## config.mk

```make
export PLATFORM = sky130hd
export DESIGN_NAME = spi_cmd_ctrl
export DESIGN_NICKNAME = d
export VERILOG_FILES = /design/src/rtl/spi_cmd_pkg.sv /design/src/rtl/spi_cmd_regs.sv /design/src/rtl/spi_cmd_tick.sv /design/src/rtl/spi_cmd_engine.sv /design/src/rtl/spi_cmd_ctrl.sv
export SDC_FILE = /design/constraint.sdc
export NUM_CORES = 1
export LEC_CHECK = 0
export ABC_CLOCK_PERIOD_IN_PS = 4000
export BUFFER_PORTS_ARGS = -buffer_cell sky130_fd_sc_hd__buf_2
export CORE_ASPECT_RATIO = 1.5
export CORE_MARGIN = 5
export CORE_UTILIZATION = 50
export CTS_CLUSTER_DIAMETER = 80
export DETAILED_ROUTE_END_ITERATION = 7
export PLACE_DENSITY = 0.69
export SYNTH_ARGS = -nofsm -noshare
export SYNTH_HDL_FRONTEND = slang
export SYNTH_HIERARCHICAL = 1
export SYNTH_SLANG_ARGS = --single-unit
```

## constraint.sdc

```tcl
create_clock -name clk -period 4 [get_ports clk]
set_input_delay 0.2 -clock clk [delete_from_list [all_inputs] [get_ports clk]]
set_output_delay 0.2 -clock clk [all_outputs]
set_load 0.1 [all_outputs]
```

## src/rtl/spi_cmd_pkg.sv

```systemverilog
package spi_cmd_pkg;

    localparam int unsigned REG_W      = 32;
    localparam int unsigned CNT_W      = 4;
    localparam int unsigned LANES      = REG_W / 8;

    localparam int unsigned OFF_CTRL   = 0;
    localparam int unsigned OFF_OPCODE = 4;
    localparam int unsigned OFF_DATA   = 8;

    localparam int unsigned TXC_LSB    = 0;
    localparam int unsigned RXC_LSB    = 4;
    localparam int unsigned START_BIT  = 8;
    localparam int unsigned BUSY_BIT   = 16;

    typedef enum logic [2:0] {
        ST_IDLE,
        ST_LEAD,
        ST_HI,
        ST_LO,
        ST_TAIL
    } eng_state_e;

endpackage

```

## src/rtl/spi_cmd_regs.sv

```systemverilog
module spi_cmd_regs
    import spi_cmd_pkg::*;
#(
    parameter int unsigned ADDR_W = 4
) (
    input  logic              clk,
    input  logic              rst_n,
    input  logic              bus_en,
    input  logic              bus_we,
    input  logic [ADDR_W-1:0] bus_addr,
    input  logic [REG_W-1:0]  bus_wdata,
    output logic [REG_W-1:0]  bus_rdata,
    input  logic              busy,
    input  logic [REG_W-1:0]  rx_data,
    output logic              launch,
    output logic [CNT_W-1:0]  launch_tx,
    output logic [CNT_W-1:0]  launch_rx,
    output logic [REG_W-1:0]  opcode
);

    typedef struct packed {
        logic [REG_W-1:0] opcode;
        logic [CNT_W-1:0] txc;
        logic [CNT_W-1:0] rxc;
    } regs_t;

    regs_t q, d;

    logic wr_ok;
    logic hit_ctrl;
    logic hit_opcode;
    logic hit_data;
    logic [CNT_W-1:0] w_tx;
    logic [CNT_W-1:0] w_rx;
    logic unused_wbits;

    assign unused_wbits = ^{bus_wdata[REG_W-1:START_BIT+1]};

    always_comb begin
        hit_ctrl   = (bus_addr == ADDR_W'(OFF_CTRL));
        hit_opcode = (bus_addr == ADDR_W'(OFF_OPCODE));
        hit_data   = (bus_addr == ADDR_W'(OFF_DATA));
        wr_ok      = bus_en && bus_we && !busy;
        w_tx       = bus_wdata[TXC_LSB +: CNT_W];
        w_rx       = bus_wdata[RXC_LSB +: CNT_W];

        d = q;
        if (wr_ok && hit_opcode) begin
            d.opcode = bus_wdata;
        end
        if (wr_ok && hit_ctrl) begin
            d.txc = w_tx;
            d.rxc = w_rx;
        end

        launch    = wr_ok && hit_ctrl && bus_wdata[START_BIT]
                    && ((w_tx != '0) || (w_rx != '0));
        launch_tx = w_tx;
        launch_rx = w_rx;
        opcode    = q.opcode;
    end

    always_comb begin
        bus_rdata = '0;
        if (hit_ctrl) begin
            bus_rdata[TXC_LSB +: CNT_W] = q.txc;
            bus_rdata[RXC_LSB +: CNT_W] = q.rxc;
            bus_rdata[BUSY_BIT]         = busy;
        end else if (hit_opcode) begin
            bus_rdata = q.opcode;
        end else if (hit_data) begin
            bus_rdata = rx_data;
        end
    end

    always_ff @(posedge clk or negedge rst_n) begin
        if (!rst_n) begin
            q <= '0;
        end else begin
            q <= d;
        end
    end

endmodule

```

## src/rtl/spi_cmd_tick.sv

```systemverilog
module spi_cmd_tick #(
    parameter int unsigned HALF = 2
) (
    input  logic clk,
    input  logic rst_n,
    input  logic en,
    output logic tick
);

    localparam int unsigned TW = (HALF > 1) ? $clog2(HALF) : 1;

    generate
        if (HALF <= 1) begin : g_every
            assign tick = en;
        end else begin : g_count
            logic [TW-1:0] cnt_d, cnt_q;

            always_comb begin
                tick  = en && (cnt_q == TW'(HALF - 1));
                cnt_d = cnt_q;
                if (!en || tick) begin
                    cnt_d = '0;
                end else begin
                    cnt_d = cnt_q + 1'b1;
                end
            end

            always_ff @(posedge clk or negedge rst_n) begin
                if (!rst_n) begin
                    cnt_q <= '0;
                end else begin
                    cnt_q <= cnt_d;
                end
            end
        end
    endgenerate

endmodule

```

## src/rtl/spi_cmd_engine.sv

```systemverilog
module spi_cmd_engine
    import spi_cmd_pkg::*;
(
    input  logic             clk,
    input  logic             rst_n,
    input  logic             tick,
    input  logic             launch,
    input  logic [CNT_W-1:0] launch_tx,
    input  logic [CNT_W-1:0] launch_rx,
    input  logic [REG_W-1:0] opcode,
    input  logic             miso,
    output logic             busy,
    output logic [REG_W-1:0] rx_data,
    output logic             sclk,
    output logic             cs_n,
    output logic             mosi
);

    localparam int unsigned BIT_W  = CNT_W + 4;
    localparam int unsigned LANE_W = $clog2(LANES);

    typedef struct packed {
        eng_state_e       st;
        logic [REG_W-1:0] sh;
        logic [BIT_W-1:0] bit_cnt;
        logic [BIT_W-1:0] tot;
        logic [BIT_W-1:0] txb;
        logic [REG_W-1:0] data;
        logic             sclk;
        logic             cs_n;
        logic             mosi;
    } eng_t;

    eng_t q, d;

    logic [REG_W-1:0] sh_load;
    logic [REG_W-1:0] sh_next;
    logic [REG_W-1:0] data_smp;
    logic [BIT_W-1:0] rx_idx;
    logic [BIT_W-4:0] rx_lane;
    logic [BIT_W-1:0] bit_inc;
    logic [BIT_W-1:0] ld_tot;
    logic [BIT_W-1:0] ld_txb;

    always_comb begin
        for (int i = 0; i < int'(LANES); i++) begin
            sh_load[REG_W-1-8*i -: 8] = opcode[8*i +: 8];
        end
        ld_txb = BIT_W'(launch_tx) << 3;
        ld_tot = (BIT_W'(launch_tx) + BIT_W'(launch_rx)) << 3;
    end

    always_comb begin
        rx_idx   = q.bit_cnt - q.txb;
        rx_lane  = rx_idx[BIT_W-1:3];
        data_smp = q.data;
        if ((q.bit_cnt >= q.txb) && (rx_lane < (BIT_W-3)'(LANES))) begin
            data_smp[{rx_lane[LANE_W-1:0], ~rx_idx[2:0]}] = miso;
        end
        sh_next = q.sh << 1;
        bit_inc = q.bit_cnt + 1'b1;
    end

    always_comb begin
        d = q;
        unique case (q.st)
            ST_IDLE: begin
                if (launch) begin
                    d.st      = ST_LEAD;
                    d.sh      = sh_load;
                    d.bit_cnt = '0;
                    d.tot     = ld_tot;
                    d.txb     = ld_txb;
                    d.data    = '0;
                    d.cs_n    = 1'b0;
                    d.sclk    = 1'b0;
                    d.mosi    = (launch_tx != '0) ? sh_load[REG_W-1] : 1'b0;
                end
            end
            ST_LEAD: begin
                if (tick) begin
                    d.st   = ST_HI;
                    d.sclk = 1'b1;
                    d.data = data_smp;
                end
            end
            ST_HI: begin
                if (tick) begin
                    d.st      = ST_LO;
                    d.sclk    = 1'b0;
                    d.bit_cnt = bit_inc;
                    d.sh      = sh_next;
                    d.mosi    = (bit_inc < q.txb) ? sh_next[REG_W-1] : 1'b0;
                end
            end
            ST_LO: begin
                if (tick) begin
                    if (q.bit_cnt == q.tot) begin
                        d.st = ST_TAIL;
                    end else begin
                        d.st   = ST_HI;
                        d.sclk = 1'b1;
                        d.data = data_smp;
                    end
                end
            end
            ST_TAIL: begin
                if (tick) begin
                    d.st   = ST_IDLE;
                    d.cs_n = 1'b1;
                    d.mosi = 1'b0;
                end
            end
            default: begin
                d.st   = ST_IDLE;
                d.cs_n = 1'b1;
                d.sclk = 1'b0;
            end
        endcase
    end

    always_ff @(posedge clk or negedge rst_n) begin
        if (!rst_n) begin
            q      <= '0;
            q.st   <= ST_IDLE;
            q.cs_n <= 1'b1;
        end else begin
            q <= d;
        end
    end

    assign busy    = (q.st != ST_IDLE);
    assign rx_data = q.data;
    assign sclk    = q.sclk;
    assign cs_n    = q.cs_n;
    assign mosi    = q.mosi;

endmodule

```

## src/rtl/spi_cmd_ctrl.sv

```systemverilog
module spi_cmd_ctrl
    import spi_cmd_pkg::*;
#(
    parameter int unsigned ADDR_W   = 4,
    parameter int unsigned SCLK_DIV = 4
) (
    input  logic              clk,
    input  logic              rst_n,
    input  logic              bus_en,
    input  logic              bus_we,
    input  logic [ADDR_W-1:0] bus_addr,
    input  logic [31:0]       bus_wdata,
    output logic [31:0]       bus_rdata,
    output logic              spi_sclk,
    output logic              spi_cs_n,
    output logic              spi_mosi,
    input  logic              spi_miso
);

    localparam int unsigned HALF = (SCLK_DIV < 2) ? 1 : SCLK_DIV / 2;

    logic             eng_busy;
    logic             eng_tick;
    logic             reg_launch;
    logic [CNT_W-1:0] reg_ltx;
    logic [CNT_W-1:0] reg_lrx;
    logic [REG_W-1:0] reg_opcode;
    logic [REG_W-1:0] eng_data;

    spi_cmd_regs #(.ADDR_W(ADDR_W)) u_regs (
        .clk       (clk),
        .rst_n     (rst_n),
        .bus_en    (bus_en),
        .bus_we    (bus_we),
        .bus_addr  (bus_addr),
        .bus_wdata (bus_wdata),
        .bus_rdata (bus_rdata),
        .busy      (eng_busy),
        .rx_data   (eng_data),
        .launch    (reg_launch),
        .launch_tx (reg_ltx),
        .launch_rx (reg_lrx),
        .opcode    (reg_opcode)
    );

    spi_cmd_tick #(.HALF(HALF)) u_tick (
        .clk   (clk),
        .rst_n (rst_n),
        .en    (eng_busy),
        .tick  (eng_tick)
    );

    spi_cmd_engine u_eng (
        .clk       (clk),
        .rst_n     (rst_n),
        .tick      (eng_tick),
        .launch    (reg_launch),
        .launch_tx (reg_ltx),
        .launch_rx (reg_lrx),
        .opcode    (reg_opcode),
        .miso      (spi_miso),
        .busy      (eng_busy),
        .rx_data   (eng_data),
        .sclk      (spi_sclk),
        .cs_n      (spi_cs_n),
        .mosi      (spi_mosi)
    );

endmodule

```

==> metrics.md, run 1 <==
| Metric | Value |
|---|---|
| Final min period | `~3.4 ns` |
| Layout net count | `911` |
| Vias in the first global route | `around 6200` |
| Number of synthesized flops with an enable pin | `0` |
| CTS sink cnt | `127` |
| Max Buffers Root-to-Sink | `2` |
| Fin. Hold Viols | `0` |
| Fin crit share | `85.4%` |
| # diodes | `0` |
| Yosys warns | `6` |
| Multi-input gate area | `between 3000 and 4000 um2` |
| Drt pass-1 iters | `5` |
| PwrDens | `a little over 700 nW/um2` |
| HP Class | `in -> reg` |
| HPWL Detailed | `approximately 13000 um` |
| WL/cell | `between 15 and 20 um` |
| Ys async rst share | `between 90% and 100%` |
| Slowest stage delay, CP | `around 0.6 ns` |
| Synth Register Bits | `between 100 and 150` |
| Placed inst area | `just under 8000 um2` |
| Clk pwr share | `26.6%` |
| Remaining DRCs | `0` |
| CTS H-Tree Depth | `4` |
| DR iter-0 viols | `around 610` |
| Routed met3 length | `about 1200 um` |
| Skew final | `~0.0079 ns` |
| # rows | `56` |
| CTS tree | `built` |
| Synth Instances | `868` |
| Most frequent cells in the layout | `126 x dfrtp_1, 100 x nand2_1, 74 x buf_2, 74 x nor2_1, 56 x o21ai_0` |
| Critical Path RT | `4.31 ns` |
| Syn Nets | `slightly above 900` |
| Die area | `between 15000 and 20000 um2` |
| Cell variety after synth | `61` |
| Met2 WL | `9880 um` |
| RSZ-0062 raised after global routing | `false` |
| Max Fclk | `just under 0.3 GHz` |
| Slowest stage cell on the critical path | `or3_1` |
| Die height | `~160 um` |
| Overflow after GRT | `0` |
| Sw frac | `between 40% and 50%` |
| Max Used Layer | `met4` |
| Routed Antenna Nets | `0` |
| PortBufs | `75` |
| Aggregate negative setup slack | `0 ns` |
| Core area | `about 16000 um2` |
| Internal | `approximately 3.5 mW` |
| Largest net degree at the start of global routing | `67` |
| Via density | `5.97` |
| RePlAce Congestion | `0.839` |
| Endpoint class of the critical path | `flip-flop` |
| Comb pwr share | `41.5%` |
| CTS Buf Count | `17` |
| Slew Limit Fails | `0` |
| Cell mode on critical path | `a211oi_1` |
| Outcome | `completed` |
| Leakage power | `approximately 3.7 nW` |
| # Post-CTS Setup Buffers | `0` |
| Worst-path maximum fanout | `35` |
| Vias | `~6400` |
| Die Wd | `between 100 and 150 um` |
| Ys flop type | `dfrtp_1` |
| Most common cell after layout, fill and taps aside | `dfrtp_1` |
| Syn Area/Cell | `between 9 and 10 um2` |
| VDD IR max | `~0.41 mV` |
| Slew headroom | `32.7%` |
| WP data arrival | `roughly 3.7 ns` |
| Met1 wire length | `8200 um` |
| Antenna violations before repair | `0` |
| Storage cell area | `3180 um2` |
| Global-route wire length before repair | `roughly 32000 um` |
| Worst Path Class, Setup | `reg -> reg` |
| Initial core utilization | `between 50% and 60%` |
| Switching power total | `2.61 mW` |
| Synth Cell Area | `7890 um2` |
| Slew @ Worst Pin | `just over 1 ns` |
| Worst path top cell family by delay | `simple AND/OR/NAND/NOR gates` |
| Pre-CTS WS | `between 0.6 and 0.7 ns` |
| Final instance area | `8530 um2` |
| Fillcell total | `around 1500` |
| Crit path cell chain | `or3_1 -> nor3_4 -> and3_2 -> buf_4 -> nor2b_1 -> a211oi_1 -> a211oi_1 -> mux2i_1 -> o31ai_1` |
| Register area share after synthesis | `~40%` |
| I/O pins | `76` |
| Total Routed Length | `roughly 20000 um` |
| Syn-to-layout area delta | `8.07%` |
| Sequential share of power | `31.9%` |
| Final setup fails | `0` |
| CTS root buffer | `clkbuf_16` |
| Setup WS post-layout | `about 0.6 ns` |
| Clock Latency Late Sink | `roughly 0.43 ns` |
| Share of cells above drive strength 1 | `around a quarter` |
| Worst Path Buf+Inv | `1` |
| Clock-pin slew on the worst setup and hold paths | `about 0.06 ns` |
| Maxcap violations | `0` |
| Critical path startpoint category | `flip-flop` |
| GRT Overall Usage | `21.8%` |
[per-layer routing]
metal	vias up	GRT usage, %
met5	-	0
met2	236	35.5
met3	38	4.83
li1	2982	-
met4	0	10.9
met1	3123	27.3
[metrics by stage]
step	hold slack [ns]	std cells	power, mW	util (%)
3_5_place_dp	0.361	1028	4.42	50.2
2_1_floorplan	-0.0956	868	4.07	-
3_3_place_gp	0.362	1028	4.38	50.2
6_report	0.00837	1069	6.08	54.8
4_1_cts	0.000400	1068	6.06	54.8
5_1_grt	0.00127	1069	6.45	54.8
[power groups by stage]
stage	clock network, mW	logic [mW]	registers (mW)
6_report	1.62	2.52	1.94
5_1_grt	1.71	2.76	1.98
4_1_cts	1.64	2.49	1.93
3_5_place_dp	0	2.47	1.95
3_3_place_gp	0	2.43	1.95
2_1_floorplan	0	2.16	1.91
[Yosys cell counts (7+ instances only)]
cell / number / area [um2]
o21ai_0: 56 / 280
o22ai_1: 32 / 200
buf_2: 16 / 80.1
xor2_1: 9 / 78.8
a22oi_1: 23 / 173
mux2_2: 45 / 507
buf_4: 73 / 548
inv_1: 15 / 56.3
buf_6: 11 / 124
dfrtp_1: 126 / 3150
ha_1: 15 / 188
a31oi_1: 31 / 194
or3_1: 7 / 43.8
nor3_2: 30 / 300
nand2_1: 101 / 379
nor2_1: 75 / 282
nor3_1: 7 / 35.0
a21oi_1: 14 / 70.1
nand3_1: 40 / 200
clkbuf_1: 36 / 135
nand4_1: 35 / 219
nand2b_1: 8 / 50.1
[cells by family after synthesis]
group                    after synthesis  share of synthesized area (%)
AND/OR/NAND/NOR                      338                           22.9
AO/OA/AOI/OAI                        173                           13.5
buffers and inverters                153                           12.1
flip-flops                           127                           40.3
multiplexers                          47                           6.83
adder cells (fa/ha/maj)               17                           2.89
XOR/XNOR                              13                           1.44
[flip-flops by register name, summed over array words and instances (netlist names)]
| name | flops |
|---|---|
| u_eng/rx_data | 32 |
| u_eng/sclk | 1 |
| u_tick/g_count.cnt_q | 1 |
| u_regs/opcode | 32 |
| u_eng/mosi | 1 |
| u_eng/cs_n | 1 |
| u_regs/q | 8 |
| u_eng/q | 51 |
[path summary, 6_finish.rpt]
check | start | to | slack, ns | depth (start not counted)
setup / recovery | u_eng/q[92] | u_eng/mosi | 0.58 | 9
hold / removal | bus_wdata[13] | u_regs/opcode[13] | 0.008 | 2
setup reg to reg | u_eng/q[92] | u_eng/mosi | 0.58 | 9
hold reg to reg | u_eng/q[39] | u_eng/q[39] | 0.49 | 2
max in group asynchronous | rst_n | u_eng/q[69] | 2.60 | 3
min in group asynchronous | rst_n | u_eng/q[41] | 0.41 | 2
[area by class of cell]
type	count	share of cell area, %
inverters	15	0.660
clock inverters	12	1.86
well taps	203	2.98
repair buffers	104	7.40
flip-flops and latches	127	37.3
multi-input cells	588	44.3
clock buffers	20	5.47
[what timing repair did]
action                    CTS  global route
hold buffers                8             1
gates resized for setup     0             0
hold endpoints to repair   70             1
Power figures use the tool's default switching activity.
==> inputs of run 2 (changes only) <==
- REMOVE_ABC_BUFFERS: unset -> 1
==> run 2 against run 1 <==
Flip-flop and latch count unchanged; via count down 0.61%; highest routed layer unchanged; largest cell class unchanged; routed wire length up 1.3%; maximum frequency down 4.4%; hold slack better by 0.0070 ns.
==> metrics.md, run 2 (synthesis gave the netlist of run 1 again) <==
| Metric | Value |
|---|---|
| HP Class | `in -> reg` |
| Worst Path Buf+Inv | `0` |
| Max Fclk | `around 0.28 GHz` |
| I/O pins | `76` |
| Die Wd | `113 um` |
| Fin. Hold Viols | `0` |
| Die area | `around 18000 um2` |
| Layout net count | `912` |
| Worst-path maximum fanout | `32` |
| VDD IR max | `around 0.56 mV` |
| WL/cell | `approximately 19 um` |
| Drt pass-1 iters | `5` |
| Outcome | `completed` |
| Crit path cell chain | `or3_1 -> nor3_4 -> and3_2 -> or3b_4 -> a21oi_4 -> nand4_1 -> nor3_2 -> o22ai_1` |
| Max Buffers Root-to-Sink | `2` |
| Slowest stage cell on the critical path | `a21oi_4` |
| Inst Count DP | `a little over 1000` |
| Final min period | `roughly 3.6 ns` |
| Vias in the first global route | `6482` |
| # diodes | `0` |
| Total Routed Length | `a little over 20000 um` |
| Global-route wire length before repair | `between 30000 and 40000 um` |
| DR iter-0 viols | `around 440` |
| # rows | `56` |
| Slew headroom | `~34%` |
| RePlAce Congestion | `0.873` |
| CTS root buffer | `clkbuf_16` |
| Most flops, register | `u_eng/q` |
| Vias | `6340` |
| Endpoint class of the critical path | `flip-flop` |
| Critical Path RT | `roughly 4.3 ns` |
| Most frequent cells in the layout | `126 x dfrtp_1, 100 x nand2_1, 74 x buf_2, 74 x nor2_1, 56 x o21ai_0` |
| Share of cells above drive strength 1 | `about a quarter` |
| Overflow after GRT | `0` |
| Skew final | `~0.0066 ns` |
| Leakage power | `3.71 nW` |
| Critical path startpoint category | `flip-flop` |
| Fin crit share | `between 80% and 90%` |
| Worst hold margin | `between 0.015 and 0.02 ns` |
| Via density | `a little under 6` |
| Worst path top cell family by delay | `simple AND/OR/NAND/NOR gates` |
| Remaining DRCs | `0` |
| Slew @ Worst Pin | `approximately 1 ns` |
| Most common cell after layout, fill and taps aside | `dfrtp_1` |
| Layout Cells excl Fill | `roughly 1100` |
| Worst Path Class, Setup | `reg -> reg` |
| Slowest stage delay, CP | `roughly 0.70 ns` |
| CTS H-Tree Depth | `4` |
| Clock Latency Late Sink | `between 0.4 and 0.5 ns` |
| PwrDens | `between 700 and 800 nW/um2` |
| RSZ-0062 raised after global routing | `false` |
| CTS Buf Count | `17` |
| Final setup fails | `0` |
| GRT Overall Usage | `approximately 22%` |
| Largest net degree at the start of global routing | `75` |
| Syn-to-layout area delta | `7.93%` |
| Clock-pin slew on the worst setup and hold paths | `0.06 ns` |
| CTS sink cnt | `around 130` |
| Maxcap violations | `0` |
| # Post-CTS Setup Buffers | `0` |
| Die height | `around 160 um` |
| Slew Limit Fails | `0` |
| Post-cts sizing count | `0` |
| Max reg flops | `between 50 and 60` |
| WP data arrival | `~3.9 ns` |
| Setup WS post-layout | `0.430 ns` |
| PortBufs | `75` |
| CTS tree | `built` |
| Pre-CTS WS | `between 0.4 and 0.5 ns` |
| Core area | `about 16000 um2` |
| HPWL Detailed | `around 14000 um` |
| CTS Hold Buffers Added | `14` |
| Initial core utilization | `between 50% and 60%` |
| Routed Antenna Nets | `0` |
| Antenna violations before repair | `0` |
[run 2: changes by cell type in the layout (fill, tap and decap cells not counted)]
cell	change
clkinv_2	+3
bufinv_16	-1
buf_4	-5
buf_12	+1
dlygate4sd3_1	+5
clkbuf_1	+1
clkinv_4	-2
clkinvlp_4	-2
[run 2: worst reg2reg max path: cells and delay by family, from the launching register on]
kind	cells	cell delay, ns
flip-flops	1	0.52
AO/OA/AOI/OAI	2	0.80
AND/OR/NAND/NOR	6	2.13
[run 2: report_power, final]
| part | leakage [nW] | switching [mW] | internal, mW |
|---|---|---|---|
| Combinational | 1.82 | 1.73 | 0.799 |
| Clock | 0.281 | 0.564 | 0.959 |
| Sequential | 1.61 | 0.315 | 1.64 |
| Total | 3.71 | 2.61 | 3.39 |
[run 2: routing by layer]
| layer | vias up | share of wire [%] | GRT usage [%] |
|---|---|---|---|
| met2 | 203 | 51 | 38.0 |
| met3 | 49 | 4.8 | 4.05 |
| met5 | - | 0 | 0 |
| met1 | 3103 | 40 | 27.1 |
| li1 | 2985 | - | - |
| met4 | 0 | 4.3 | 12.4 |
[run 2: worst paths after layout]
check	start	to	slack [ns]	cells after the start
setup reg to reg	u_eng/q[92]	u_eng/rx_data[18]	0.43	8
max in group asynchronous	rst_n	u_eng/cs_n	2.70	3
hold reg to reg	u_eng/q[39]	u_eng/q[39]	0.49	2
min in group asynchronous	rst_n	u_regs/opcode[1]	0.45	2
hold / removal	bus_wdata[20]	u_regs/opcode[20]	0.02	2
setup / recovery	u_eng/q[92]	u_eng/rx_data[18]	0.43	8
[run 2: final cells by class]
| cell class | instances | area [um2] |
|---|---|---|
| Clock buffer | 21 | 470 |
| Clock inverter | 10 | 111 |
| Fill cell | 1468 | 7040 |
| Inverter | 15 | 56.3 |
| Multi-Input combinational cell | 588 | 3780 |
| Sequential cell | 127 | 3180 |
| Tap cell | 203 | 254 |
| Timing Repair Buffer | 105 | 663 |
[run 2: metrics by stage]
| step | power, mW | TNS, ns | utilization (%) | area [um2] |
|---|---|---|---|---|
| floorplan | 3.68 | -21.39 | - | 6990 |
| global placement | 4.40 | 0 | 50.1 | 7790 |
| detailed placement | 4.45 | 0 | 50.1 | 7790 |
| CTS | 6.02 | 0 | 54.7 | 8520 |
| global route | 6.40 | 0 | 54.7 | 8520 |
| finish | 6.00 | 0 | 54.7 | 8520 |
